**src/rtl/isc_pkg.sv**
```systemverilog
package isc_pkg;
  localparam int unsigned REG_W  = 32;
  localparam int unsigned ADDR_W = 6;

  typedef enum logic [2:0] {
    RG_INDEX    = 3'd0,
    RG_ENA_CLR  = 3'd1,
    RG_STAT_CLR = 3'd2,
    RG_POL      = 3'd3,
    RG_TYPE     = 3'd4,
    RG_ENA_SET  = 3'd5,
    RG_HOLE6    = 3'd6,
    RG_HOLE7    = 3'd7
  } region_e;

  localparam logic [2:0] IX_ENA_SET  = 3'd0;
  localparam logic [2:0] IX_ENA_CLR  = 3'd1;
  localparam logic [2:0] IX_STAT_CLR = 3'd2;
  localparam logic [2:0] IX_STAT_SET = 3'd3;

  function automatic logic [ADDR_W-1:0] reg_addr(region_e rg, logic [2:0] slot);
    return {rg, slot};
  endfunction

  // transition in the chosen direction: falling=0 rising, falling=1 falling
  function automatic logic edge_hit(logic cur, logic prv, logic falling);
    return falling ? (prv & ~cur) : (~prv & cur);
  endfunction

  // active level: low_active=0 high, low_active=1 low
  function automatic logic level_on(logic cur, logic low_active);
    return cur ^ low_active;
  endfunction
endpackage

```
**src/rtl/isc_sync.sv**
```systemverilog
module isc_sync #(
  parameter int unsigned N      = 64,
  parameter int unsigned STAGES = 2
) (
  input  logic         clk,
  input  logic         rst_n,
  input  logic [N-1:0] async_i,
  output logic [N-1:0] sync_o,
  output logic [N-1:0] prev_o
);
  logic [N-1:0] stage_q [STAGES];
  logic [N-1:0] prev_q;

  for (genvar s = 0; s < STAGES; s++) begin : g_stage
    if (s == 0) begin : g_first
      always_ff @(posedge clk) begin
        if (!rst_n) stage_q[s] <= '0;
        else        stage_q[s] <= async_i;
      end
    end else begin : g_next
      always_ff @(posedge clk) begin
        if (!rst_n) stage_q[s] <= '0;
        else        stage_q[s] <= stage_q[s-1];
      end
    end
  end

  always_ff @(posedge clk) begin
    if (!rst_n) prev_q <= '0;
    else        prev_q <= stage_q[STAGES-1];
  end

  assign sync_o = stage_q[STAGES-1];
  assign prev_o = prev_q;
endmodule

```
**src/rtl/isc_detect.sv**
```systemverilog
module isc_detect import isc_pkg::*; #(
  parameter int unsigned NUM_SRC = 64
) (
  input  logic [NUM_SRC-1:0] sync_i,
  input  logic [NUM_SRC-1:0] prev_i,
  input  logic [NUM_SRC-1:0] pol_i,
  input  logic [NUM_SRC-1:0] typ_i,
  output logic [NUM_SRC-1:0] capture_o,
  output logic [NUM_SRC-1:0] lvl_mode_o,
  output logic [NUM_SRC-1:0] lvl_act_o
);
  for (genvar i = 0; i < NUM_SRC; i++) begin : g_src
    assign capture_o[i]  = typ_i[i] & edge_hit(sync_i[i], prev_i[i], pol_i[i]);
    assign lvl_mode_o[i] = ~typ_i[i];
    assign lvl_act_o[i]  = level_on(sync_i[i], pol_i[i]);
  end
endmodule

```
**src/rtl/isc_status.sv**
```systemverilog
module isc_status #(
  parameter int unsigned NUM_SRC = 64
) (
  input  logic               clk,
  input  logic               rst_n,
  input  logic [NUM_SRC-1:0] capture_i,
  input  logic [NUM_SRC-1:0] lvl_mode_i,
  input  logic [NUM_SRC-1:0] lvl_act_i,
  input  logic [NUM_SRC-1:0] clr_i,
  input  logic [NUM_SRC-1:0] set_i,
  output logic [NUM_SRC-1:0] status_q
);
  logic [NUM_SRC-1:0] edge_keep;
  logic [NUM_SRC-1:0] status_d;

  // capture and set are ORed after the clear mask, so an event beats a clear
  assign edge_keep = capture_i | set_i | (status_q & ~clr_i);
  assign status_d  = (lvl_mode_i & lvl_act_i) | (~lvl_mode_i & edge_keep);

  always_ff @(posedge clk) begin
    if (!rst_n) status_q <= '0;
    else        status_q <= status_d;
  end

  assert_edge_hold_R3: assert property (@(posedge clk) disable iff (!rst_n)
    1'b1 |=> (($past(status_q & ~clr_i & ~lvl_mode_i) & ~lvl_mode_i & ~status_q) == '0));

  assert_level_track_R4: assert property (@(posedge clk) disable iff (!rst_n)
    1'b1 |=> (($past(lvl_mode_i) & (status_q ^ $past(lvl_act_i))) == '0));

  assert_capture_wins_R10: assert property (@(posedge clk) disable iff (!rst_n)
    ((capture_i & clr_i) != '0) |=> (($past(capture_i & clr_i) & ~status_q) == '0));
endmodule

```
**src/rtl/isc_regs.sv**
```systemverilog
module isc_regs import isc_pkg::*; #(
  parameter int unsigned NUM_SRC = 64
) (
  input  logic               clk,
  input  logic               rst_n,
  input  logic               wr_en,
  input  logic [ADDR_W-1:0]  wr_addr,
  input  logic [REG_W-1:0]   wr_data,
  input  logic [ADDR_W-1:0]  rd_addr,
  input  logic [NUM_SRC-1:0] status_i,
  output logic [REG_W-1:0]   rd_data,
  output logic [NUM_SRC-1:0] en_q,
  output logic [NUM_SRC-1:0] pol_q,
  output logic [NUM_SRC-1:0] typ_q,
  output logic [NUM_SRC-1:0] st_clr_o,
  output logic [NUM_SRC-1:0] st_set_o
);
  localparam int unsigned WORDS = NUM_SRC / REG_W;
  localparam int unsigned IDX_W = $clog2(NUM_SRC);

  region_e            wr_rg, rd_rg;
  logic [2:0]         wr_slot, rd_slot;
  logic               idx_ok;
  logic               wr_unmapped;
  logic [NUM_SRC-1:0] idx_1h;
  logic [NUM_SRC-1:0] en_set, en_clr;
  logic [NUM_SRC-1:0] pol_d, typ_d;

  assign wr_rg   = region_e'(wr_addr[5:3]);
  assign wr_slot = wr_addr[2:0];
  assign rd_rg   = region_e'(rd_addr[5:3]);
  assign rd_slot = rd_addr[2:0];

  assign idx_ok = wr_en && (wr_rg == RG_INDEX) && (wr_data < REG_W'(NUM_SRC));

  always_comb begin
    for (int n = 0; n < NUM_SRC; n++) idx_1h[n] = idx_ok && (wr_data[IDX_W-1:0] == IDX_W'(n));
  end

  assign wr_unmapped = wr_en && ((wr_rg == RG_HOLE6) || (wr_rg == RG_HOLE7) ||
                       ((wr_rg == RG_INDEX) && (wr_slot > IX_STAT_SET)) ||
                       ((wr_rg != RG_INDEX) && (32'(wr_slot) >= WORDS)));

  always_comb begin
    pol_d    = pol_q;
    typ_d    = typ_q;
    en_set   = '0;
    en_clr   = '0;
    st_clr_o = '0;
    st_set_o = '0;
    if (wr_rg == RG_INDEX) begin
      unique case (wr_slot)
        IX_ENA_SET:  en_set   = idx_1h;
        IX_ENA_CLR:  en_clr   = idx_1h;
        IX_STAT_CLR: st_clr_o = idx_1h;
        IX_STAT_SET: st_set_o = idx_1h;
        default: ;
      endcase
    end
    for (int w = 0; w < WORDS; w++) begin
      if (wr_en && (wr_slot == 3'(w))) begin
        unique case (wr_rg)
          RG_ENA_CLR:  en_clr[w*REG_W +: REG_W]   = wr_data;
          RG_ENA_SET:  en_set[w*REG_W +: REG_W]   = wr_data;
          RG_STAT_CLR: st_clr_o[w*REG_W +: REG_W] = wr_data;
          RG_POL:      pol_d[w*REG_W +: REG_W]    = wr_data;
          RG_TYPE:     typ_d[w*REG_W +: REG_W]    = wr_data;
          default: ;
        endcase
      end
    end
  end

  always_ff @(posedge clk) begin
    if (!rst_n) begin
      en_q  <= '0;
      pol_q <= '0;
      typ_q <= '0;
    end else begin
      en_q  <= (en_q | en_set) & ~en_clr;
      pol_q <= pol_d;
      typ_q <= typ_d;
    end
  end

  always_comb begin
    rd_data = '0;
    for (int w = 0; w < WORDS; w++) begin
      if (rd_slot == 3'(w)) begin
        unique case (rd_rg)
          RG_ENA_CLR, RG_ENA_SET: rd_data = en_q[w*REG_W +: REG_W];
          RG_STAT_CLR:            rd_data = status_i[w*REG_W +: REG_W];
          RG_POL:                 rd_data = pol_q[w*REG_W +: REG_W];
          RG_TYPE:                rd_data = typ_q[w*REG_W +: REG_W];
          default: ;
        endcase
      end
    end
  end

  assert_idx_ena_set_R5: assert property (@(posedge clk) disable iff (!rst_n)
    (wr_en && wr_addr == reg_addr(RG_INDEX, IX_ENA_SET) && wr_data < REG_W'(NUM_SRC))
    |=> en_q[$past(wr_data[IDX_W-1:0])]);

  assert_idx_ena_clr_R5: assert property (@(posedge clk) disable iff (!rst_n)
    (wr_en && wr_addr == reg_addr(RG_INDEX, IX_ENA_CLR) && wr_data < REG_W'(NUM_SRC))
    |=> !en_q[$past(wr_data[IDX_W-1:0])]);

  assert_vec_ena_clr_R7: assert property (@(posedge clk) disable iff (!rst_n)
    (wr_en && wr_addr == reg_addr(RG_ENA_CLR, 3'd0) && wr_data == '1)
    |=> (en_q[REG_W-1:0] == '0));

  assert_unmapped_quiet_R11: assert property (@(posedge clk) disable iff (!rst_n)
    wr_unmapped |=> ($stable(en_q) && $stable(pol_q) && $stable(typ_q)));
endmodule

```
**src/rtl/isc_bank.sv**
```systemverilog
module isc_bank import isc_pkg::*; #(
  parameter int unsigned NUM_SRC     = 64,
  parameter int unsigned SYNC_STAGES = 2
) (
  input  logic               clk,
  input  logic               rst_n,
  input  logic [NUM_SRC-1:0] irq_in,
  input  logic               wr_en,
  input  logic [5:0]         wr_addr,
  input  logic [31:0]        wr_data,
  input  logic [5:0]         rd_addr,
  output logic [31:0]        rd_data,
  output logic [NUM_SRC-1:0] irq_pend
);
  logic [NUM_SRC-1:0] sync_v, prev_v;
  logic [NUM_SRC-1:0] en_v, pol_v, typ_v;
  logic [NUM_SRC-1:0] capture_v, lvl_mode_v, lvl_act_v;
  logic [NUM_SRC-1:0] clr_v, set_v, status_v;

  isc_sync #(.N(NUM_SRC), .STAGES(SYNC_STAGES)) u_sync (
    .clk(clk), .rst_n(rst_n), .async_i(irq_in), .sync_o(sync_v), .prev_o(prev_v)
  );

  isc_detect #(.NUM_SRC(NUM_SRC)) u_detect (
    .sync_i(sync_v), .prev_i(prev_v), .pol_i(pol_v), .typ_i(typ_v),
    .capture_o(capture_v), .lvl_mode_o(lvl_mode_v), .lvl_act_o(lvl_act_v)
  );

  isc_regs #(.NUM_SRC(NUM_SRC)) u_regs (
    .clk(clk), .rst_n(rst_n), .wr_en(wr_en), .wr_addr(wr_addr), .wr_data(wr_data),
    .rd_addr(rd_addr), .status_i(status_v), .rd_data(rd_data),
    .en_q(en_v), .pol_q(pol_v), .typ_q(typ_v), .st_clr_o(clr_v), .st_set_o(set_v)
  );

  isc_status #(.NUM_SRC(NUM_SRC)) u_status (
    .clk(clk), .rst_n(rst_n), .capture_i(capture_v), .lvl_mode_i(lvl_mode_v),
    .lvl_act_i(lvl_act_v), .clr_i(clr_v), .set_i(set_v), .status_q(status_v)
  );

  assign irq_pend = status_v & en_v;

  // status cannot change on an edge where both the event source and software were quiet
  assert_edge_quiet_R3: assert property (@(posedge clk) disable iff (!rst_n)
    (typ_v == '1 && capture_v == '0 && clr_v == '0 && set_v == '0 && !wr_en) |=> $stable(status_v));
endmodule

```
**config.mk**
```make
export PLATFORM = sky130hd
export DESIGN_NAME = isc_bank
export DESIGN_NICKNAME = d
export VERILOG_FILES = /design/src/rtl/isc_pkg.sv /design/src/rtl/isc_sync.sv /design/src/rtl/isc_detect.sv /design/src/rtl/isc_status.sv /design/src/rtl/isc_regs.sv /design/src/rtl/isc_bank.sv
export SDC_FILE = /design/constraint.sdc
export NUM_CORES = 1
export LEC_CHECK = 0
export BUFFER_PORTS_ARGS = -buffer_cell sky130_fd_sc_hd__buf_2
export CAP_MARGIN = 5
export CORE_MARGIN = 2
export CORE_UTILIZATION = 59
export CTS_CLUSTER_SIZE = 40
export DETAILED_ROUTE_END_ITERATION = 10
export PLACE_DENSITY_LB_ADDON = 0.25
export SYNTH_ARGS = -nofsm -noshare
export SYNTH_HDL_FRONTEND = slang
export SYNTH_SLANG_ARGS = --single-unit
```
**constraint.sdc**
```tcl
create_clock -name clk -period 3.3 [get_ports clk]
set_clock_uncertainty 0.15 [all_clocks]
set_input_delay 0.495 -clock clk [delete_from_list [all_inputs] [get_ports clk]]
set_output_delay 0.495 -clock clk [all_outputs]
set_load 0.01 [all_outputs]
```
Word level (Yosys, flattened, before mapping)

Memory sizes are Yosys's and may differ from the RTL's.
Index checks and enable logic that the tools add are counted.

Register bits: 320
Memory bits (writable): 128
Input port bits: 111
Output and inout bits: 96
Memories kept: 1

$lt $le $gt $ge: 1
Equality and inequality tests: 77
Muxes and demuxes: 92
Bitwise operators: 462
Reductions and logical operators: 77

Memories:

| name           | words | bits a word | read ports | clocked after memory_dff | wr ports | RTL line       | RTL |
|---|---|---|---|---|---|---|---|
| u_sync.stage_q | 2     | 64          | 2          | 0                        | 2        | isc_sync.sv:11 | `logic [N-1:0] stage_q [STAGES];` |

Operators by type and width:

| cell                | number |
|---|---|
| $mux 64             | 10 |
| $mux 32             | 14 |
| $and 64x64->64      | 5 |
| $or 64x64->64       | 4 |
| $pmux 32 s4         | 2 |
| $and 1x1->1         | 192 |
| $eq 6x6->1 const B  | 32 |
| $not 1->1           | 192 |
| $not 64->64         | 3 |
| $eq 6x5->1 const B  | 16 |
| $logic_and 1x1->1   | 68 |
| $mux 1              | 66 |
| $xor 1x1->1         | 64 |
| $eq 6x4->1 const B  | 8 |
| $lt 32x7->1 const B | 1 |
| $eq 6x3->1 const B  | 4 |
| $eq 3x2->1 const B  | 6 |
| $eq 3x1->1 const B  | 4 |
| $eq 3x3->1 const B  | 4 |
| $eq 6x2->1 const B  | 2 |
| $logic_not 3->1     | 3 |
| $reduce_and 2->1    | 4 |
| $eq 6x1->1 const B  | 1 |
| $logic_not 6->1     | 1 |
| 2 further kinds     | 3 |

Logic depth before layout (Yosys ltp)

Gate-level depths: netlist (run 1).

Depth after elaboration: 13
Depth in mapped cells: 8
Mapped depth without buffers: 5

Cells and area by module

Synthesis (run 1) repeated with hierarchy kept, for this count alone.

Cell total of the unflattened synthesis: 2,604
Area, all modules: 22,271.4 um^2

By module, submodules not included:

| module     | instances | cells each | area an instance (um^2) | seq. area each (um^2) |
|---|---|---|---|---|
| isc_regs   | 1         | 1,488      | 11,179.5                | 3,843.7 |
| isc_sync   | 1         | 405        | 5,275.1                 | 3,843.7 |
| isc_status | 1         | 327        | 3,254.4                 | 1,281.2 |
| isc_detect | 1         | 320        | 2,162.1                 | 0.0 |
| isc_bank   | 1         | 64         | 400.4                   | 0.0 |

Worst setup path after synthesis (run 1)

OpenSTA, ideal clock, no wires.

Path type: input port to flip-flop
From: input port wr_data[9]
To: register u_status.status_q[54]
Setup time: 0.120 ns
Arrival: 2.694 ns
Data required time: 3.030 ns
Path slack: 0.337 ns
Cell stages on the path: 8
Path buffers: 3
Cell sequence: or4_1 -> or4_1 -> buf_6 -> or4b_1 -> buf_2 -> buf_6 -> o211ai_2 -> a21oi_1

Word-level cells in the longest chain between the ends: 12
Elaborated cells on any way between the ends: 15

Ends and longest elaborated chain:

| what                 | RTL line         | RTL |
|---|---|---|
| start, declared      | isc_bank.sv:10   | `input logic [31:0] wr_data,` |
| $lt 32x7->1 *        | isc_regs.sv:34   | `assign idx_ok = wr_en && (wr_rg == RG_INDEX) && (wr_data < REG_W'(NUM_SRC));` |
| $logic_and 1x1->1 *  | isc_regs.sv:34   |  |
| $logic_and 1x1->1 *  | isc_regs.sv:37   | `for (int n = 0; n < NUM_SRC; n++) idx_1h[n] = idx_ok && (wr_data[IDX_W-1:0] == IDX_W'(n));` |
| $mux 64              | isc_regs.sv:52   | `unique case (wr_slot)` |
| $mux 64              | isc_regs.sv:51   | `if (wr_rg == RG_INDEX) begin` |
| $mux 32              | isc_regs.sv:62   | `unique case (wr_rg)` |
| $mux 32              | isc_regs.sv:61   | `if (wr_en && (wr_slot == 3'(w))) begin` |
| $not 64->64          | isc_status.sv:17 | `assign edge_keep = capture_i \| set_i \| (status_q & ~clr_i);` |
| $and 64x64->64       | isc_status.sv:17 |  |
| $or 64x64->64 *      | isc_status.sv:17 |  |
| $and 64x64->64 *     | isc_status.sv:18 | `assign status_d = (lvl_mode_i & lvl_act_i) \| (~lvl_mode_i & edge_keep);` |
| $or 64x64->64 *      | isc_status.sv:18 |  |
| end signal, assigned | isc_status.sv:22 | `else status_q <= status_d;` |
| end, declared        | isc_status.sv:11 | `output logic [NUM_SRC-1:0] status_q` |

Every way passes the cells marked *; elsewhere a longest branch is shown, timed or not.
A chain may end at the register's enable or synchronous reset.

Final worst setup path (run 1)

From: input port rd_addr[3]
To: output port rd_data[1]

Word-level cells in the longest chain between the ends: 6
Elaborated cells on any way between the ends: 10

Ends and longest elaborated chain:

| what                                     | RTL line       | RTL |
|---|---|---|
| start, declared                          | isc_bank.sv:11 | `input logic [5:0] rd_addr,` |
| $eq 3x1->1 or $eq 3x3->1 (tied branches) | isc_regs.sv:90 | `unique case (rd_rg)` |
| $reduce_or 2->1                          | isc_regs.sv:90 |  |
| $pmux 32 s4                              | isc_regs.sv:90 |  |
| $mux 32                                  | isc_regs.sv:89 | `if (rd_slot == 3'(w)) begin` |
| $pmux 32 s4                              | isc_regs.sv:90 |  |
| $mux 32 *                                | isc_regs.sv:89 |  |
| end, declared                            | isc_bank.sv:12 | `output logic [31:0] rd_data,` |

Marked as above.

==> impl_metrics.toml, run 1 <==
[flow_run]
drv_cap = 0

[global_routing]
grt_max_degree = 128
track_usage_pct = 38.4
grt_pass1_wl_um = 108000
grt_pass1_vias = 19100
antenna_found_initial = 3
overflow = 0

[timing]
tns_ns = 0
tightest_slew_ns = 0.953
slew_violations = 0
fin_crit_sh_pct = 83.5
final-hold-violation-count = 0
rsz0062_at_grt = "no"
setup_viol = 0
max_freq_mhz = 363
maxSlewHeadroom_pct = 36.5
fin_crit_ns = 2.76

[floorplan]
core_area_um2 = 34600
die_area_um2 = 36700
ios = 207
die_width_um = 192
rows = 68
die_h_um = 192
start_util_pct = 60.0

[hold_path]
hp-class = "input port to register"

[clock_tree]
htreeDepth = 2
clockBufferDepth = 3
path_clk_slew_ns = 0.06
cts_resized = 0
numClockSinks = 448
postCtsHoldBufs = 64
cts_made_buffers = 47
tritoncts = "done"
cts_post_setup_buffers_inserted = 0
clock_latency_ns = 0.59
root_buffer = "clkbuf_16"

[status]
status = "completed"

[finish]
areaGrowthSynthToFinish_pct = 19.0
fillers = 2756
fin_nets = 2871
drive_gt1_share_pct = 14.9

[synthesis]
synth-seq-cells = 448
syn_area_per_cell_um2 = 8.10
yosysWarnings = 0
synth_top_flop_cell = "dfxtp_1"
synth_top_area_cell = "dfxtp_1"
synthDistinctLibCells = 42
synth_cells = 2563
synth.top_cell.area_share_pct = 43.2
yosysSeqAreaShare_pct = 43.2
syn-num-nets = 2674
synth-edff-count = 0
synthArstFlopShare_pct = 0
yosys-top-cells-area = "dfxtp_1 (43%), nand2_1 (11%), and2_1 (7.7%), a21boi_0 (6.4%), a22oi_1 (4.6%)"
syn_area_um2 = 20800

[place]
gp_congestion = 0.950
portBuffers = 206
hpwl_um = 44800

[route]
drt-initial-drc-count = 2619
drt_wl_total_um = 71400
vias = 20500
route.antenna.remaining_nets = 0
vias_per_cell = 6.29
drt_pre_antenna_iters = 6
drcViolationCount = 0
wl_per_cell_um = 21.9

[setup_path]
worstSetupPathType = "input port to output pin"
cp-start-kind = "input port"
cp_max_fo = 42
cp_data_required_time_ns = 2.65
crit_arrival_ns = 2.11
crit_path_end_kind = "output pin"

[power]
leakage_nw = 9.70
ir_drop_uv = 431
p_per_area_nw_per_um2 = 481
p_total_mw = 11.9
-- registers in the layout, summed over array words and instances (netlist names) --
name               flops
u_regs.en_q           64
u_regs.pol_q          64
u_regs.typ_q          64
u_status.status_q     64
u_sync.prev_o         64
u_sync.stage_q       128
-- metrics by stage --
stage	hold WS [ns]	util (%)	instance area (um2)	setup WS (ns)	cells
after CTS	0.116	71.4	24700	0.631	3251
after global placement	0.264	64.9	22500	0.217	3102
final	0.129	71.4	24700	0.544	3254
after detailed placement	0.268	64.9	22500	0.142	3102
after floorplan	0.262	-	20800	0.337	2563
after global routing	0.144	71.4	24700	0.530	3253
-- routing by layer --
| layer | vias to the layer above | GRT usage, % | wire [um] | share of wire (%) |
|---|---|---|---|---|
| li1 | 9298 | - | - | - |
| met1 | 9516 | 50.2 | 27400 | 38 |
| met2 | 1354 | 55.8 | 30000 | 42 |
| met3 | 303 | 9.12 | 8860 | 12 |
| met4 | 0 | 27.2 | 5010 | 7.0 |
| met5 | - | 0 | 0 | 0 |
-- final timing paths --
kind,from,to,slack (ns),cells after the start
worst max register to register,u_regs.pol_q[17],u_status.status_q[17],2.12,5
worst max-delay path,rd_addr[3],rd_data[1],0.54,7
worst min register to register,u_sync.stage_q[0][1],u_sync.stage_q[1][1],0.27,1
worst min-delay path,wr_data[31],u_regs.pol_q[31],0.13,3
-- power by group --
| part | leakage (nW) | switching, mW | total (mW) | internal (mW) |
|---|---|---|---|---|
| clock network | 0.800 | 2.20 | 5.55 | 3.35 |
| registers | 3.65 | 0.0919 | 5.63 | 5.54 |
| logic | 5.26 | 0.429 | 0.705 | 0.276 |
-- cells in the final DEF, fill, tap and decap left out, types with 9 or more instances in the layout --
cell,count
nand3_1,18
and2_1,256
nor2_2,10
a22oi_1,128
nand2_1,597
dfxtp_1,448
a221oi_1,64
nor2_1,75
buf_2,205
nand2b_1,10
a22o_1,32
o21ai_0,112
buf_12,12
dlygate4sd3_1,64
clkbuf_1,9
buf_4,77
a211oi_1,62
inv_1,17
clkinv_2,9
clkbuf_16,49
nor3_1,21
clkbuf_8,11
o211ai_2,10
xor2_1,64
a21oi_1,128
o211ai_1,70
a21boi_0,176
-- layout make-up --
cell class                 instances  area [um2]  area share, %
inverter                          17        63.8          0.258
clock buffer                      69        1410           5.71
tap                              455         569           2.30
antenna                            3        7.51         0.0304
multi-input combinational       1887       11000           44.5
sequential                       448        8970           36.3
clock inverter                    16         210          0.850
timing repair buffer             359        2500           10.1
-- cells in the mapped netlist (3+ instances only) --
master and instances:
a211oi_1 62, clkbuf_1 187, buf_2 10, nand2b_1 10
buf_1 11, o211ai_2 10, a22oi_1 128, a221oi_1 64
a21oi_1 128, nor4_4 7, or4_1 5, o21ai_0 112
nand2_1 597, o211ai_1 70, nor2b_1 3, nand3_1 18
a22o_1 32, nor4_1 12, and2_1 256, and3_1 5
inv_1 17, xor2_1 64, nor2_1 85, a21boi_0 176
or2_2 6, nor3_1 21, dfxtp_1 448
-- kinds of logic (layout without fill, tap and decap cells) --
logic type,Yosys count,in the layout,share of synthesized area [%]
xor+xnor,64,64,2.70
simple gates,1040,1040,23.6
buf+inv,228,461,4.27
flops,448,448,43.2
other cells,0,3,0
compound gates,783,783,26.2
-- critical path, stage by stage --
cell     delay, ns
buf_2         0.14
nor2b_4       0.43
buf_12        0.31
a22oi_1       0.11
nand2_1       0.19
a22o_1        0.24
buf_2         0.16
No activity file was read; power rests on OpenSTA's default activity.
==> run 2: changes to the inputs <==
ABC_AREA = 1   (was unset)
CORE_UTILIZATION = 60   (was 59)
clock period = 2.6 ns   (was 3.3 ns; I/O delays follow)
==> impl_metrics.toml, run 2 <==
[status]
status = "completed"

[synthesis]
yosys-top-cells-area = "dfxtp_1 (41%), nand2_1 (14%), a21oi_1 (10%), inv_1 (8.4%), o21ai_0 (7.3%)"
synth-seq-cells = 448
syn_area_um2 = 21900
yosysWarnings = 0
synthArstFlopShare_pct = 0
synthDistinctLibCells = 22
syn-num-nets = 3443
synth_top_area_cell = "dfxtp_1"
synth.most_common_cell = "nand2_1"
yosysSeqAreaShare_pct = 41.0
synth.top_cell.area_share_pct = 41.0
synth-edff-count = 0
ys_top_cells_by_count = "nand2_1 (806), inv_1 (492), a21oi_1 (448), dfxtp_1 (448), o21ai_0 (320)"
synth_cells = 3332
synth_top_flop_cell = "dfxtp_1"
syn_area_per_cell_um2 = 6.56

[place]
gp_congestion = 0.912
portBuffers = 206
hpwl_um = 43900
dpl.cell_count = 3857

[hold_path]
hp-class = "input port to register"

[floorplan]
die_area_um2 = 38000
rows = 69
die_h_um = 195
core_area_um2 = 35700
start_util_pct = 61.2
die_width_um = 195
ios = 207

[timing]
maxSlewHeadroom_pct = 45.4
fin_crit_sh_pct = 88.2
rsz0062_at_grt = "no"
tns_ns = 0
fin_crit_ns = 2.29
tightest_slew_ns = 0.820
final-hold-violation-count = 0
slew_violations = 0
setup_viol = 0
max_freq_mhz = 436

[setup_path]
cp_data_required_time_ns = 2.06
crit_arrival_ns = 1.75
worstSetupPathType = "input port to output pin"
cp_max_fo = 64
crit_path_end_kind = "output pin"
cp-start-kind = "input port"

[finish]
regMostFlops = "u_sync.stage_q"
drive_gt1_share_pct = 9.85
fin_nets = 3621
largest_reg_flops = 128
final_cells = 4004
final_common_cell = "nand2_1"
mostFrequentLayoutCells = "nand2_1 (802), inv_1 (492), a21oi_1 (448), dfxtp_1 (448), o21ai_0 (320)"
areaGrowthSynthToFinish_pct = 17.1

[global_routing]
use_met2_pct = 59.1
grtUsageMet3_pct = 6.04
antenna_found_initial = 2
track_usage_pct = 36.1
grt_pass1_wl_um = 112000
grt_max_degree = 115
busiest_layer = "met2"
overflow = 0
grt_pass1_vias = 22300
grtUsageMet1_pct = 45.2

[clock_tree]
clockBufferDepth = 3
path_clk_slew_ns = 0.06
numClockSinks = 448
cts_resized = 0
root_buffer = "clkbuf_16"
clock_latency_ns = 0.58
cts_made_buffers = 46
htreeDepth = 2
tritoncts = "done"
cts_post_setup_buffers_inserted = 0

[power]
p_total_mw = 15.0
p_per_area_nw_per_um2 = 585
leakage_nw = 12.5
ir_drop_uv = 475

[route]
wl_per_cell_um = 17.6
drt_wl_total_um = 70400
drt_pre_antenna_iters = 7
vias_per_cell = 5.87
drcViolationCount = 0
vias = 23500
route.antenna.remaining_nets = 0
drt-initial-drc-count = 2485

[flow_run]
drv_cap = 0
## run 2: changes by cell type after synthesis, moves of 112 or more
cell	previous run	this run
nor2_1	85	251
a21boi_0	176	64
and2_1	256	0
nand2_1	597	806
o21ai_0	112	320
a21oi_1	128	448
inv_1	17	492
nand3_1	18	137
## run 2: worst paths after layout
path / startpoint / endpoint / slack, ns / cells after the start
worst max-delay path: rd_addr[3] / rd_data[5] / 0.31 / 10
worst min-delay path: wr_data[20] / u_regs.pol_q[52] / 0.03 / 3
worst max register to register: u_regs.pol_q[49] / u_status.status_q[49] / 1.38 / 7
worst min register to register: u_sync.stage_q[0][35] / u_sync.stage_q[1][35] / 0.26 / 2
## run 2: per-layer routing
layer / wire length [um] / part of all wire (%)
met1: 27100 / 39
met2: 32000 / 46
met3: 7280 / 10
met4: 3930 / 5.6
met5: 7 / 0.0099
## run 2: metrics by stage
stage | utilization (%) | setup slack, ns | area [um2] | hold slack (ns)
after floorplan | - | 0.634 | 21900 | 0.240
after global placement | 65.5 | 0.267 | 23400 | 0.242
after detailed placement | 65.5 | 0.214 | 23400 | 0.245
after CTS | 71.6 | 0.357 | 25600 | 0.00314
after global routing | 71.6 | 0.229 | 25600 | 0.0432
final | 71.6 | 0.307 | 25600 | 0.0263
## run 2: worst max-delay path: stages
cell	delay [ns]
buf_2	0.12
inv_1	0.11
nand3_1	0.10
inv_2	0.08
buf_12	0.33
a22oi_1	0.12
o221ai_1	0.10
nand2_1	0.07
nand2_1	0.15
buf_2	0.16
## run 2: area by class of cell
cell class                 instances  area, um2
antenna                            1       2.50
clock inverter                    15        154
fill                            3012      10100
inverter                         496       1860
clock buffer                      65       1370
sequential                       448       8970
multi-input combinational       2193      10300
tap                              461        577
timing repair buffer             325       2370
## run 2: kinds of logic after synthesis
group,share of synthesized area [%]
compound gates,23.4
flops,41.0
buf+inv,12.1
simple gates,23.4
## run 2: power breakdown
group | total (mW) | internal (mW) | switching (mW)
logic | 1.11 | 0.369 | 0.742
registers | 7.14 | 7.04 | 0.0984
clock network | 6.74 | 3.94 | 2.80
total | 15.0 | 11.3 | 3.64
## run 2: timing repair
item / in CTS / in global routing
hold buffers: 66 / 0
endpoints found under the setup margin: 0 / 0
endpoints found under the hold margin: 78 / 0
